## src/rtl/mwl_pkg.sv

```systemverilog
package mwl_pkg;

    typedef enum logic [2:0] {
        ST_IDLE,
        ST_FETCH_HI,
        ST_FETCH_LO,
        ST_FETCH_CAP,
        ST_SHIFT,
        ST_LATCH
    } mwl_state_e;

endpackage

```

## src/rtl/mwl_sclk_timer.sv

```systemverilog
module mwl_sclk_timer #(
    parameter int unsigned DIV = 25,
    localparam int unsigned CW = $clog2(DIV)
) (
    input  logic clk,
    input  logic rst_n,
    input  logic run,
    output logic last,
    output logic phase_hi
);

    localparam logic [CW-1:0] TOP = CW'(DIV - 1);
    localparam logic [CW-1:0] LO_LEN = CW'(DIV / 2);

    typedef struct packed {
        logic [CW-1:0] cnt;
    } tmr_t;

    tmr_t q, d;

    always_comb begin
        d = q;
        if (!run)
            d.cnt = '0;
        else if (q.cnt == TOP)
            d.cnt = '0;
        else
            d.cnt = q.cnt + CW'(1);
    end

    always_ff @(posedge clk or negedge rst_n) begin
        if (!rst_n) q <= '0;
        else        q <= d;
    end

    assign last     = run && (q.cnt == TOP);
    assign phase_hi = run && (q.cnt >= LO_LEN);

    a_r5_cnt_bound: assert property (@(posedge clk) disable iff (!rst_n)
        q.cnt <= TOP);

endmodule

```

## src/rtl/mwl_addr_gen.sv

```systemverilog
module mwl_addr_gen #(
    parameter int unsigned AW = 12,
    parameter int unsigned IW = 4,
    parameter logic [AW-1:0] BASE = 12'h00D
) (
    input  logic [IW-1:0] word_idx,
    input  logic          half,
    output logic [AW-1:0] addr
);

    // word_idx 1 maps to the first configuration pair at BASE
    localparam logic [AW-1:0] ORIGIN = BASE - AW'(2);

    always_comb begin
        addr = ORIGIN + (AW'(word_idx) << 1) + AW'(half);
    end

endmodule

```

## src/rtl/mwl_seq.sv

```systemverilog
module mwl_seq
    import mwl_pkg::*;
#(
    parameter int unsigned HALF_W = 16,
    parameter int unsigned NCFG = 8,
    localparam int unsigned WORD_W = 2 * HALF_W,
    localparam int unsigned IW = $clog2(NCFG + 1),
    localparam int unsigned BW = $clog2(WORD_W),
    parameter logic [WORD_W-1:0] RESET_WORD = 32'h8000_0000
) (
    input  logic              clk,
    input  logic              rst_n,
    input  logic              start,
    input  logic              tick_last,
    input  logic [HALF_W-1:0] cfg_rdata,
    output logic              run,
    output logic              cfg_rd,
    output logic              half,
    output logic [IW-1:0]     word_idx,
    output logic              shifting,
    output logic              latching,
    output logic              msb,
    output logic              busy,
    output logic              done
);

    localparam logic [BW-1:0] LAST_BIT = BW'(WORD_W - 1);
    localparam logic [IW-1:0] LAST_WORD = IW'(NCFG);

    typedef struct packed {
        mwl_state_e        state;
        logic [IW-1:0]     word;
        logic [BW-1:0]     bits;
        logic [HALF_W-1:0] hi;
        logic [WORD_W-1:0] shreg;
        logic              done;
    } seq_t;

    seq_t q, d;

    always_comb begin
        d      = q;
        run    = 1'b0;
        cfg_rd = 1'b0;
        half   = 1'b0;
        case (q.state)
            ST_IDLE: begin
                if (start) begin
                    d.state = ST_SHIFT;
                    d.word  = '0;
                    d.bits  = '0;
                    d.shreg = RESET_WORD;
                    d.done  = 1'b0;
                end
            end
            ST_FETCH_HI: begin
                cfg_rd  = 1'b1;
                d.state = ST_FETCH_LO;
            end
            ST_FETCH_LO: begin
                cfg_rd  = 1'b1;
                half    = 1'b1;
                d.hi    = cfg_rdata;
                d.state = ST_FETCH_CAP;
            end
            ST_FETCH_CAP: begin
                d.shreg = {q.hi, cfg_rdata};
                d.bits  = '0;
                d.state = ST_SHIFT;
            end
            ST_SHIFT: begin
                run = 1'b1;
                if (tick_last) begin
                    if (q.bits == LAST_BIT) begin
                        d.state = ST_LATCH;
                    end else begin
                        d.shreg = q.shreg << 1;
                        d.bits  = q.bits + BW'(1);
                    end
                end
            end
            ST_LATCH: begin
                run = 1'b1;
                if (tick_last) begin
                    if (q.word == LAST_WORD) begin
                        d.state = ST_IDLE;
                        d.done  = 1'b1;
                    end else begin
                        d.word  = q.word + IW'(1);
                        d.state = ST_FETCH_HI;
                    end
                end
            end
            default: d.state = ST_IDLE;
        endcase
    end

    always_ff @(posedge clk or negedge rst_n) begin
        if (!rst_n) q <= '{state: ST_IDLE, default: '0};
        else        q <= d;
    end

    assign word_idx = q.word;
    assign shifting = (q.state == ST_SHIFT);
    assign latching = (q.state == ST_LATCH);
    assign msb      = q.shreg[WORD_W-1];
    assign busy     = (q.state != ST_IDLE);
    assign done     = q.done;

    a_r8_word_bound: assert property (@(posedge clk) disable iff (!rst_n)
        q.word <= LAST_WORD);
    a_r3_reset_word_first: assert property (@(posedge clk) disable iff (!rst_n)
        $rose(busy) |-> (q.word == '0) && (q.shreg == RESET_WORD));
    a_r9_no_restart: assert property (@(posedge clk) disable iff (!rst_n)
        (q.state == ST_SHIFT) && (q.word != '0) |=> (q.word != '0));

endmodule

```

## src/rtl/mwl_loader.sv

```systemverilog
module mwl_loader #(
    parameter int unsigned DIV = 25,
    parameter int unsigned AW = 12,
    parameter int unsigned HALF_W = 16,
    parameter int unsigned NCFG = 8,
    parameter logic [AW-1:0] BASE = 12'h00D,
    parameter logic [2*HALF_W-1:0] RESET_WORD = 32'h8000_0000
) (
    input  logic              clk,
    input  logic              rst_n,
    input  logic              start,
    output logic              cfg_rd,
    output logic [AW-1:0]     cfg_addr,
    input  logic [HALF_W-1:0] cfg_rdata,
    output logic              mw_clk,
    output logic              mw_data,
    output logic              mw_le,
    output logic              busy,
    output logic              done
);

    localparam int unsigned IW = $clog2(NCFG + 1);

    logic          run, last, phase_hi, half;
    logic          shifting, latching, msb;
    logic [IW-1:0] word_idx;

    mwl_sclk_timer #(.DIV(DIV)) u_tmr (
        .clk      (clk),
        .rst_n    (rst_n),
        .run      (run),
        .last     (last),
        .phase_hi (phase_hi)
    );

    mwl_seq #(
        .HALF_W     (HALF_W),
        .NCFG       (NCFG),
        .RESET_WORD (RESET_WORD)
    ) u_seq (
        .clk       (clk),
        .rst_n     (rst_n),
        .start     (start),
        .tick_last (last),
        .cfg_rdata (cfg_rdata),
        .run       (run),
        .cfg_rd    (cfg_rd),
        .half      (half),
        .word_idx  (word_idx),
        .shifting  (shifting),
        .latching  (latching),
        .msb       (msb),
        .busy      (busy),
        .done      (done)
    );

    mwl_addr_gen #(.AW(AW), .IW(IW), .BASE(BASE)) u_addr (
        .word_idx (word_idx),
        .half     (half),
        .addr     (cfg_addr)
    );

    // line drivers registered so the pins carry no decode glitches
    typedef struct packed {
        logic sclk;
        logic sdata;
        logic le;
    } line_t;

    line_t q, d;

    always_comb begin
        d.sclk  = shifting && phase_hi;
        d.sdata = shifting && msb;
        d.le    = latching;
    end

    always_ff @(posedge clk or negedge rst_n) begin
        if (!rst_n) q <= '0;
        else        q <= d;
    end

    assign mw_clk  = q.sclk;
    assign mw_data = q.sdata;
    assign mw_le   = q.le;

    a_r7_le_clock_low: assert property (@(posedge clk) disable iff (!rst_n)
        mw_le |-> !mw_clk);
    a_r6_data_hold: assert property (@(posedge clk) disable iff (!rst_n)
        mw_clk && $past(mw_clk) |-> $stable(mw_data));
    a_r8_busy_done_excl: assert property (@(posedge clk) disable iff (!rst_n)
        !(busy && done));
    a_r2_busy_needs_start: assert property (@(posedge clk) disable iff (!rst_n)
        $rose(busy) |-> $past(start));
    a_r4_read_clock_low: assert property (@(posedge clk) disable iff (!rst_n)
        cfg_rd |-> !mw_clk);

endmodule

```

## config.mk

```make
export PLATFORM = sky130hd
export DESIGN_NAME = mwl_loader
export DESIGN_NICKNAME = d
export VERILOG_FILES = /design/src/rtl/mwl_pkg.sv /design/src/rtl/mwl_sclk_timer.sv /design/src/rtl/mwl_addr_gen.sv /design/src/rtl/mwl_seq.sv /design/src/rtl/mwl_loader.sv
export SDC_FILE = /design/constraint.sdc
export NUM_CORES = 1
export LEC_CHECK = 0
export ABC_CLOCK_PERIOD_IN_PS = 2100
export CAP_MARGIN = 20
export CORE_ASPECT_RATIO = 2
export CORE_MARGIN = 3
export CORE_UTILIZATION = 50
export CTS_CLUSTER_SIZE = 10
export DETAILED_ROUTE_END_ITERATION = 10
export PLACE_DENSITY = 0.75
export SYNTH_ARGS = -nofsm -noshare
export SYNTH_HDL_FRONTEND = slang
export SYNTH_HIERARCHICAL = 1
export SYNTH_SLANG_ARGS = --single-unit
export TNS_END_PERCENT = 1
```

## constraint.sdc

```tcl
create_clock -name clk -period 2.1 [get_ports clk]
set_input_delay 0.42 -clock clk [delete_from_list [all_inputs] [get_ports clk]]
set_output_delay 0.42 -clock clk [all_outputs]
set_load 0.1 [all_outputs]
```

Yosys cells after proc, flatten, opt, wreduce, memory -nomap -nowiden --
Cells that the tools add are included.
Cells by class: $lt $le $gt $ge 1, reductions and logical operators 14, eq/ne operators 15, $add $sub $neg 5, muxes and demuxes 23
Operator list (count):
- 32-bit case mux with 3 select lines | 1
- 32-bit two-way mux | 2
- 33-bit two-way mux | 1
- 5-bit two-way mux | 4
- 3-bit case mux with 6 select lines | 1
- 4-bit AND reduction | 4
- 5-bit case mux with 3 select lines | 1
- 12-bit two-way mux | 1
- 5-bit by 1-bit adder with 5-bit output, second input constant | 2
- 5-bit equality test, second input constant | 2
- 2-bit inequality test, second input constant | 5
- 4-bit case mux with 2 select lines | 1
- 6-bit by 1-bit adder with 7-bit output | 1
- 7-bit two-way mux | 1
- 4-bit by 5-bit adder with 6-bit output, first input constant | 1
- 3-bit by 2-bit equality test with 1-bit output, second input constant | 2
- 3-bit equality test, second input constant | 2
- 1-bit two-way mux | 6
- 3-bit two-way mux | 2
- 3-bit nonzero test | 2
- 5-bit by 4-bit >= comparator with 1-bit output, second input constant | 1
- 4-bit by 1-bit adder with 4-bit output, second input constant | 1
- 4-bit equality test, second input constant | 1
- 1-bit logical AND | 4
- 7 further kinds | 9
Storage, ports and cells: flip-flop bits (word level) 69, logic and storage cells 68

Logic depth before layout (Yosys ltp) --
Gate-level depths: netlist (run 1).
word-level depth 6, depth in mapped cells 9, gate-level depth less buffers 8

Cells and area by module --
The synthesis (run 1) kept the hierarchy.
Modules (own cells, without submodules):
- mwl_seq | instances 1, sequential area each 1526.5 um^2, area an instance 2785.2 um^2, cells each 252
- mwl_sclk_timer | instances 1, sequential area each 125.1 um^2, area an instance 307.8 um^2, cells each 24
- mwl_addr_gen | instances 1, sequential area each 0.0 um^2, area an instance 127.6 um^2, cells each 18
- mwl_loader | instances 1, sequential area each 75.1 um^2, area an instance 87.6 um^2, cells each 5

Worst setup path before layout (run 1) --
Ideal clock, no wire load.
path type reg2out, start reg u_seq/q[60] (netlist bit), end out cfg_addr[4], data required time 1.680 ns, arrival 3.615 ns, slack -1.935 ns, cell stages (with the launch flop) 10, cells stage by stage dfrtp_1 -> buf_4 -> nor3b_1 -> buf_2 -> buf_2 -> inv_1 -> ha_1 -> inv_1 -> a21oi_2 -> xnor2_1
On the way: cells in the longest elaborated chain, start to end 3
Ends and longest elaborated chain:
- start, declared | RTL line mwl_seq.sv:39 | seq_t q, d;
- start signal, assigned | RTL line mwl_seq.sv:99 | if (!rst_n) q <= '{state: ST_IDLE, default: '0};
- start signal, assigned | RTL line mwl_seq.sv:100 | else q <= d;
- 3-bit by 2-bit equality test with 1-bit output | RTL line mwl_seq.sv:46 | case (q.state)
- 1-bit two-way mux | RTL line mwl_seq.sv:46
- net half | RTL line mwl_loader.sv:24 | logic run, last, phase_hi, half;
- 6-bit by 1-bit adder with 7-bit output | RTL line mwl_addr_gen.sv:15 | addr = ORIGIN + (AW'(word_idx) << 1) + AW'(half);
- end, declared | RTL line mwl_loader.sv:13 | output logic [AW-1:0] cfg_addr,
The timed path passes the listed nets, and every way through them passes these cells.

Worst setup path in the final report (run 1) --
Ends and elaborated chain as after synthesis.

==> results.json, run 1 <==
{
  "status": "finished, violations left",
  "failing_checks": "negative setup slack",
  "timing.final.setup_violations": 5,
  "cp-end-kind": "primary output",
  "largest_cells_by_area_after_synthesis": "sky130_fd_sc_hd__dfrtp_1 (52%), sky130_fd_sc_hd__a22oi_1 (7.0%), sky130_fd_sc_hd__mux2_2 (6.1%), sky130_fd_sc_hd__o21ai_0 (5.0%), sky130_fd_sc_hd__nand2_1 (3.9%)",
  "synth-edff-count": 0,
  "detailroute.wirelength.met3_um": 248,
  "detailed_place_hpwl_mm": 4.35,
  "cts_tree": "done",
  "viasPerCell": 5.51,
  "yosys-top-cells-count": "sky130_fd_sc_hd__dfrtp_1 (69), sky130_fd_sc_hd__nand2_1 (34), sky130_fd_sc_hd__o21ai_0 (33)",
  "post-synth-top-area-cell": "sky130_fd_sc_hd__dfrtp_1",
  "maxClockFrequency_mhz": 437,
  "gate_count_of_the_mapped_netlist": 299,
  "clock_sinks": 69,
  "htree_levels": 3,
  "place_ws_ps": -52.0,
  "number_of_nets_with_antenna_violations_after_detailed_routing": 0,
  "synth_fa_ha_area_frac": 0.0265,
  "cts-hold-fix-buffers": 0,
  "antenna_cells_inserted": 0,
  "clk_root_buffer_cell": "sky130_fd_sc_hd__clkbuf_16",
  "synth_area_in_xor_xnor": 0.0132,
  "layout_min_cycle_time_ps": 2290,
  "tns_ps": -651,
  "cp.required_ps": 1680,
  "finalHoldViolCount": 0,
  "setup.worst_path.start_class": "flop",
  "rows": 41,
  "wl_met1_mm": 2.40,
  "finalMaxSlewViolations": 0,
  "vias_after_detailed_routing": 2324,
  "slowest_cell_on_crit_path": "sky130_fd_sc_hd__dfrtp_1",
  "p_per_area_mw_per_mm2": 953,
  "nFillCells": 535,
  "detail_route.wl_per_cell_um": 15.2,
  "stdcell_count": 422,
  "r2r_start": "u_seq/q[50]",
  "layout.nets": 358,
  "grt_pass1_wl_mm": 10.8,
  "pre_antenna_drt_iters": 4,
  "slew_at_the_pin_closest_to_its_max_slew_limit_ps": 558,
  "switch_pwr_mw": 1.15,
  "all_layer_global_routing_usage": 0.184,
  "synth.top_cell.area_share": 0.522,
  "synthMuxAreaShare": 0.0647,
  "area_fraction_in_compound_gates_after_synthesis": 0.169,
  "synth_seq_cells": 69,
  "antenna_violations_before_repair": 0,
  "place.gp.congestion": 0.790,
  "clkLatencyLatePin_ps": 330,
  "mappedNetlistArea_mm2": 0.00331,
  "clock_tree.buffer_depth": 2,
  "finalInstanceArea_mm2": 0.00414,
  "synth_top_family_by_area": "compound AO/OA/AOI/OAI gates",
  "synthMostInstantiatedCell": "sky130_fd_sc_hd__dfrtp_1",
  "whs_ps": 101,
  "worstSetupPathType": "flop to primary output",
  "die_area_mm2": 0.00769,
  "rsz0062_at_grt": "true",
  "hold_class": "input port to async pin",
  "clock_edge_transition_at_the_registers_on_the_reported_setup_and_hold_paths_ps": 50,
  "totalPowerFinal_mw": 3.95,
  "critical_path.max_stage_delay_ps": 400,
  "ys_seq_area_frac": 0.522,
  "global_route.overflow_total": 0,
  "die_height_um": 121,
  "power_switching_share": 0.291,
  "top_layer_used": "met4",
  "critPathBufInv": 3,
  "worst_ep_arrival_time_ps": 1870,
  "placedCellCount": 405,
  "yosys_warnings": 6,
  "synth_simple_gate_area_frac": 0.134,
  "layout_worst_path_cycle_share": 1.09,
  "worst_slack_ps": -189,
  "port_buffers": 30,
  "cp_top_family": "buffers and inverters",
  "power.combinational.fraction": 0.221,
  "timing.max_slew.rel_slack": 0.628,
  "leakage_nw": 1.85,
  "floorplan.die.width_um": 63.5,
  "post_synthesis_async_set_or_reset_flop_share": 1.00,
  "worstReg2RegEnd": "u_seq/q[11]",
  "clock_buffers_created_by_tritoncts": 9,
  "route.detailed.drc": 0,
  "placedInstanceArea_mm2": 0.00382,
  "totalWireLength_mm": 6.43,
  "maximum_number_of_pins_on_one_net_before_global_route_repair": 70,
  "p_seq_frac": 0.428,
  "crit_cells": 7,
  "ys_types": 46,
  "setup_slack_of_the_most_critical_reg_to_reg_path_ps": 40,
  "ir_drop_mv": 0.829,
  "worst_r2r_path_depth": 7,
  "drtIter0Drc": 127,
  "power.share.clock": 0.351,
  "top_level_ports": 37,
  "core_area_mm2": 0.00636,
  "timing.critical_path.fanout_max": 2,
  "detailroute.wirelength.met2_mm": 3.64,
  "layout.core_utilization": 0.651,
  "timing.clock.skew_ps": 5.10,
  "power.internal_mw": 2.80,
  "syn_area_per_cell_um2": 11.1,
  "cp_cell_sequence": "nor3b_4 > clkinvlp_4 > ha_4 > inv_2 > a21oi_4 > xnor2_4 > buf_12",
  "final_layout_size_suffix_gt1_frac": 0.256,
  "initial_utilization": 0.520,
  "max_cap_violations": 0,
  "ys.flop_type": "sky130_fd_sc_hd__dfrtp_1",
  "first_global_vias": 2278,
  "area_delta_synth_final_pct": 25.2
}
## repair_timing
action,4_1_cts,5_1_grt
gates resized for setup,5,19
endpoints found under the hold margin,0,0
pin swaps,3,2
setup endpoints to repair,18,37
setup buffers,2,0
## cell type report
cell class,count,area (µm²),share of cell area
clock buffer,14,274,0.0661
clock inverter,1,5.00,0.00121
inverter,10,48.8,0.0118
multi-input combinational,195,1450,0.350
sequential,69,1730,0.417
tap,86,108,0.0260
timing repair buffer,47,529,0.128
## worst max path at each step
stage,startpoint,to
5_1_grt,u_seq/q[60],cfg_addr[4]
6_report,u_seq/q[60],cfg_addr[4]
3_3_place_gp,start,u_seq/q[5]
3_5_place_dp,start,u_seq/q[19]
2_1_floorplan,u_seq/q[58],cfg_addr[4]
4_1_cts,u_seq/q[60],cfg_addr[4]
## sequential cells by signal, summed over array words and instances (netlist names)
signal,flops
mw_clk,1
mw_data,1
mw_le,1
u_seq/done,1
u_seq/msb,1
u_seq/q,55
u_seq/word_idx,4
u_tmr/q,5
## per-layer routing
metal  track usage  vias to the layer above
li1              -                     1113
met1         0.203                     1144
met2         0.321                       54
met3        0.0436                       13
met4        0.0974                        0
met5             0                        -
## kinds of logic (layout without fill, tap and decap cells)
logic type / count (synthesis) / in the layout
compound gates: 84 / 84
xor+xnor: 5 / 5
fa+ha+maj: 7 / 7
buf+inv: 40 / 72
flops: 69 / 69
mux: 19 / 19
other cells: 1 / 6
simple gates: 74 / 74
## power groups by stage
stage / Sequential (mW) / Combinational, mW / Clock, mW
floorplan: 1.78 / 0.536 / 0
global placement: 1.70 / 0.836 / 0
detailed placement: 1.71 / 0.869 / 0
CTS: 1.69 / 0.872 / 1.43
global route: 1.71 / 0.972 / 1.48
finish: 1.69 / 0.872 / 1.39
## placed cells by master (no fill, tap or decap), drive strengths merged, types with 4 or more instances in the layout
cell type and instances:
dfrtp 69, o21ai 36, nand2 34, a22oi 31, buf 30, mux2 19
clkdlybuf4s50 17, clkbuf 14, inv 8, ha 7, conb 6, nor2 5
nand3 5, and2 5, a21oi 5, xnor2 5, nand3b 4, a22o 4
Power figures use the tool's default switching activity.
==> run 2: changes to the inputs <==
==> constraint.sdc (replaced) <==
create_clock -name clk -period 2.1 [get_ports clk]
set_input_delay 0.42 -clock clk [delete_from_list [all_inputs] [get_ports clk]]
set_output_delay 0.42 -clock clk [all_outputs]
set_load 0.01 [all_outputs]
==> run 2 against run 1 <==
Effect of this change:
- cell count is 1.7% higher
- final area is 2.4% lower
- critical path depth is 2 higher
- global-route usage is 0.17 points lower
- routed wire length is 0.53% lower
- power is 4.7% lower
- maximum frequency is 12% higher
- core utilization is 1.6 points lower
- largest cell class unchanged
- the flow now finishes without violations
- first-iteration DRC count is 0.79% higher
- flip-flop and latch count stayed put
- sequential share of layout area is 1.0 points higher
- critical endpoint is now u_seq/q[52]
- die area stayed put
==> results.json, run 2 (synthesis gave the netlist of run 1 again) <==
{
  "clock_edge_transition_at_the_registers_on_the_reported_setup_and_hold_paths_ps": 60,
  "finalInstanceArea_mm2": 0.00404,
  "drtIter0Drc": 128,
  "vias_after_detailed_routing": 2377,
  "worst_ep_arrival_time_ps": 2310,
  "clk_root_buffer_cell": "sky130_fd_sc_hd__clkbuf_16",
  "port_buffers": 30,
  "whs_ps": 91.9,
  "cp-end-kind": "flop",
  "clock_buffers_created_by_tritoncts": 9,
  "area_delta_synth_final_pct": 22.2,
  "antenna_violations_before_repair": 0,
  "totalWireLength_mm": 6.40,
  "all_layer_global_routing_usage": 0.182,
  "layout_min_cycle_time_ps": 2040,
  "top_level_ports": 37,
  "cts-hold-fix-buffers": 0,
  "critical_path.max_stage_delay_ps": 400,
  "placedInstanceArea_mm2": 0.00372,
  "clock_sinks": 69,
  "antenna_cells_inserted": 0,
  "cp_cell_sequence": "ha_2 > and3_1 > ha_1 > inv_2 > a311oi_4 > buf_4 > buf_4 > or4_1 > nand3_1",
  "ir_drop_mv": 0.660,
  "timing.critical_path.mode_cell": "sky130_fd_sc_hd__buf_4",
  "max_cap_violations": 0,
  "rows": 41,
  "registers.top_by_ff_count": "u_seq/q",
  "global_route.overflow_total": 0,
  "finalMaxSlewViolations": 0,
  "number_of_nets_with_antenna_violations_after_detailed_routing": 0,
  "finalHoldViolCount": 0,
  "maxClockFrequency_mhz": 491,
  "timing.clock.skew_ps": 6.11,
  "grt_pass1_wl_mm": 10.7,
  "place.gp.congestion": 0.754,
  "maximum_number_of_pins_on_one_net_before_global_route_repair": 70,
  "floorplan.die.width_um": 63.5,
  "leakage_nw": 1.84,
  "clock_tree.buffer_depth": 2,
  "timing.critical_path.fanout_max": 8,
  "detailed_place_hpwl_mm": 4.15,
  "setup.worst_path.start_class": "flop",
  "clkLatencyLatePin_ps": 330,
  "viasPerCell": 5.54,
  "p_per_area_mw_per_mm2": 932,
  "core_area_mm2": 0.00636,
  "layout_commonest_cell": "sky130_fd_sc_hd__dfrtp_1",
  "layout.nets": 364,
  "layout_worst_path_cycle_share": 0.970,
  "initial_utilization": 0.520,
  "slowest_cell_on_crit_path": "sky130_fd_sc_hd__dfrtp_1",
  "pre_antenna_drt_iters": 6,
  "worstSetupPathType": "flop to flop",
  "cts_tree": "done",
  "die_height_um": 121,
  "place_ws_ps": -0.578,
  "route.detailed.drc": 0,
  "detail_route.wl_per_cell_um": 14.9,
  "die_area_mm2": 0.00769,
  "htree_levels": 3,
  "worst_slack_ps": 62.0,
  "status": "finished, final reports clean",
  "first_global_vias": 2294,
  "critPathBufInv": 3,
  "final_cell_mix": "sky130_fd_sc_hd__dfrtp_1 (69), sky130_fd_sc_hd__nand2_1 (34), sky130_fd_sc_hd__o21ai_0 (33)",
  "cp.required_ps": 2370,
  "hold_class": "input port to async pin",
  "cp_top_family": "simple AND/OR/NAND/NOR gates",
  "largest_register_ff_count": 55,
  "timing.final.setup_violations": 0,
  "final_layout_size_suffix_gt1_frac": 0.233,
  "totalPowerFinal_mw": 3.77
}
-- run 2: final cells by class --
type,instances,area [µm²]
fillers,544,2320
flip-flops and latches,69,1730
multi-input cells,195,1400
repair buffers,53,477
clock buffers,11,243
well taps,86,108
clock inverters,5,50.0
inverters,10,42.5
-- run 2: final timing paths --
path / from / endpoint / slack (ps) / cells past startpoint
max: u_seq/q[49] / u_seq/q[52] / 60 / 9
min: rst_n / u_tmr/q[2] / 90 / 2
max reg2reg: u_seq/q[49] / u_seq/q[52] / 60 / 9
min reg2reg: u_seq/q[10] / u_seq/q[10] / 480 / 2
max in group asynchronous: rst_n / u_seq/q[34] / 1700 / 2
min in group clk: u_seq/q[10] / u_seq/q[10] / 480 / 2
-- run 2: what timing repair did --
action | CTS | global route
setup endpoints to repair | 6 | 38
buffers inserted | 0 | 3
resized for setup | 8 | 10
endpoints found under the hold margin | 0 | 0
pin swaps | 0 | 3
-- run 2: power by group --
group / switching (mW) / internal, mW / leakage (nW)
clock: 0.531 / 0.942 / 0.149
sequential: 0.153 / 1.54 / 0.910
combinational: 0.266 / 0.331 / 0.777
-- run 2: per-stage QoR --
stage           util  instances  TNS (ps)
2_1_floorplan      -        304         0
3_3_place_gp   0.584        410         0
3_5_place_dp   0.584        410    -0.578
4_1_cts        0.629        426      -115
5_1_grt        0.636        429     -8.10
6_report       0.636        429         0
-- run 2: routing by layer --
metal	wire length, µm	part of all wire	GRT usage
met5	0	0	0
met4	125	0.020	0.100
met3	253	0.040	0.0593
met2	3480	0.54	0.301
met1	2540	0.40	0.204
==> run 3: changes to the inputs <==
--- a/config.mk
+++ b/config.mk
@@ -5,7 +5,7 @@
 export SDC_FILE = /design/constraint.sdc
 export NUM_CORES = 1
 export LEC_CHECK = 0
-export ABC_CLOCK_PERIOD_IN_PS = 2100
+export ABC_CLOCK_PERIOD_IN_PS = 1700
 export CAP_MARGIN = 20
 export CORE_ASPECT_RATIO = 2
 export CORE_MARGIN = 3
==> constraint.sdc (replaced) <==
create_clock -name clk -period 1.7 [get_ports clk]
set_input_delay 0.34 -clock clk [delete_from_list [all_inputs] [get_ports clk]]
set_output_delay 0.34 -clock clk [all_outputs]
set_load 0.01 [all_outputs]
==> run 3 against run 2 <==
Effect of this change:
- the run now ends with negative setup slack left
- critical path type is now flop to primary output
- highest routed layer unchanged
- final area rose by 6.8%
- sequential power rose by 21%
- non-clock buffer count is 18 higher
- hold slack gained 390 ps
- combinational power up 50%
- global-route usage up 1.9 points
- register-to-register slack lost 300 ps
- critical endpoint is now cfg_addr[3]
- routed wire length grew 12%
- clock-buffer cell count rose by 2
==> results.json, run 3 (synthesis gave the netlist of run 1 again) <==
{
  "ir_drop_mv": 0.756,
  "clock_tree.buffer_depth": 2,
  "layout.core_utilization": 0.679,
  "top_level_ports": 37,
  "antenna_violations_before_repair": 0,
  "die_height_um": 121,
  "maxClockFrequency_mhz": 503,
  "rsz0062_at_grt": "true",
  "worst_ep_arrival_time_ps": 1650,
  "stdcell_count": 447,
  "totalPowerFinal_mw": 4.87,
  "r2r_start": "u_seq/q[50]",
  "final_cell_mix": "sky130_fd_sc_hd__dfrtp_1 (69), sky130_fd_sc_hd__nand2_1 (34), sky130_fd_sc_hd__a22oi_1 (31)",
  "finalMaxSlewViolations": 0,
  "core_area_mm2": 0.00636,
  "cts_tree": "done",
  "drtIter0Drc": 82,
  "layout_worst_path_cycle_share": 1.17,
  "failing_checks": "negative setup slack",
  "floorplan.die.width_um": 63.5,
  "final_layout_size_suffix_gt1_frac": 0.307,
  "first_global_vias": 2581,
  "cp-end-kind": "primary output",
  "maximum_number_of_pins_on_one_net_before_global_route_repair": 30,
  "layout_min_cycle_time_ps": 1990,
  "timing.max_slew.rel_slack": 0.642,
  "slew_at_the_pin_closest_to_its_max_slew_limit_ps": 537,
  "min_path_cells": 2,
  "timing.final.setup_violations": 46,
  "rows": 41,
  "timing.critical_path.fanout_max": 2,
  "clock_sinks": 69,
  "largest_register_ff_count": 55,
  "holdPathEnd": "u_seq/q[10]",
  "global_route.overflow_total": 0,
  "finalHoldViolCount": 0,
  "worst_slack_ps": -287,
  "setup.worst_path.start_class": "flop",
  "clock_buffers_created_by_tritoncts": 9,
  "port_buffers": 30,
  "worst_r2r_path_depth": 9,
  "vias_after_detailed_routing": 2467,
  "htree_levels": 3,
  "area_delta_synth_final_pct": 30.6,
  "p_per_area_mw_per_mm2": 1130,
  "antenna_cells_inserted": 0,
  "die_area_mm2": 0.00769,
  "clkLatencyLatePin_ps": 330,
  "status": "finished, violations left",
  "grt_pass1_wl_mm": 11.7,
  "number_of_nets_with_antenna_violations_after_detailed_routing": 0,
  "totalWireLength_mm": 7.13,
  "clock_edge_transition_at_the_registers_on_the_reported_setup_and_hold_paths_ps": 50,
  "all_layer_global_routing_usage": 0.201,
  "registers.top_by_ff_count": "u_seq/q",
  "nFillCells": 503,
  "hold_class": "flop to flop",
  "setup_slack_of_the_most_critical_reg_to_reg_path_ps": -240,
  "multi_input_comb_area_mm2": 0.00145,
  "viasPerCell": 5.52,
  "layout_commonest_cell": "sky130_fd_sc_hd__dfrtp_1",
  "worstSetupPathType": "flop to primary output",
  "clk_root_buffer_cell": "sky130_fd_sc_hd__clkbuf_16",
  "placedCellCount": 427,
  "worstReg2RegEnd": "u_seq/q[13]",
  "worstHoldStart": "u_seq/q[10]",
  "pre_antenna_drt_iters": 4,
  "timing.clock.skew_ps": 6.13,
  "cp.required_ps": 1360,
  "initial_utilization": 0.520,
  "max_cap_violations": 0,
  "place.gp.congestion": 0.761,
  "route.detailed.drc": 0,
  "detailed_place_hpwl_mm": 4.82,
  "area.sequential_mm2": 0.00173,
  "layout.nets": 382,
  "detail_route.wl_per_cell_um": 16.0,
  "leakage_nw": 1.96
}
run 3: cell types whose count changed in the layout (fill, tap and decap cells not counted), moves of 3 or more:
cell                       delta
sky130_fd_sc_hd__o21ai_1     +14
sky130_fd_sc_hd__buf_4        +7
sky130_fd_sc_hd__buf_2        +4
sky130_fd_sc_hd__buf_12       +5
sky130_fd_sc_hd__clkinv_2     -3
sky130_fd_sc_hd__o21ai_0     -14
sky130_fd_sc_hd__buf_6        +7
run 3: through the flow:
stage | setup slack (ps) | setup TNS [ps] | hold slack, ps | area, µm²
after floorplan | -163 | -2740 | 44.4 | 3360
after global placement | -366 | -7260 | 335 | 3890
after detailed placement | -436 | -9780 | 343 | 3890
after CTS | -299 | -6770 | 485 | 4280
after global routing | -345 | -11720 | 504 | 4320
final | -287 | -7610 | 483 | 4320
run 3: worst max-delay path by stage:
stage	endpoint	cells past startpoint	startpoint
6_report	cfg_addr[3]	6	u_seq/q[60]
5_1_grt	cfg_addr[3]	6	u_seq/q[60]
2_1_floorplan	u_seq/msb	7	u_tmr/q[0]
4_1_cts	cfg_addr[3]	6	u_seq/q[58]
3_3_place_gp	cfg_addr[4]	7	u_seq/q[60]
3_5_place_dp	cfg_addr[4]	7	u_seq/q[60]
run 3: cell type report:
| type | count | share of cell area |
|---|---|---|
| Clock buffer | 13 | 0.0626 |
| Inverter | 10 | 0.0104 |
| Clock inverter | 3 | 0.00985 |
| Sequential cell | 69 | 0.400 |
| Timing Repair Buffer | 71 | 0.158 |
| Tap cell | 86 | 0.0249 |
| Multi-Input combinational cell | 195 | 0.335 |
run 3: what timing repair did:
action / in CTS / in global routing
pin swaps: 7 / 2
hold endpoints to repair: 19 / 0
resized for setup: 55 / 9
buffers inserted: 2 / 1
setup endpoints to repair: 47 / 48
hold buffers: 1 / 0
run 3: where the power goes:
group,internal (mW),leakage (nW),switching (mW)
Sequential,1.91,0.910,0.156
Clock,1.25,0.152,0.665
Combinational,0.489,0.897,0.406
Total,3.65,1.96,1.23
run 3: per-layer routing:
layer / routed length, µm / up-vias / GRT usage
met3: 198 / 14 / 0.0426
li1: - / 1162 / -
met5: 0 / - / 0
met1: 2670 / 1247 / 0.201
met2: 4080 / 44 / 0.373
met4: 185 / 0 / 0.112
run 3: worst max-delay path: stages (launching register included):
cell and delay [ps]:
sky130_fd_sc_hd__dfrtp_1 410, sky130_fd_sc_hd__nor3b_4 280, sky130_fd_sc_hd__buf_4 170, sky130_fd_sc_hd__buf_6 90
sky130_fd_sc_hd__o21a_4 130, sky130_fd_sc_hd__xnor2_2 100, sky130_fd_sc_hd__buf_2 140
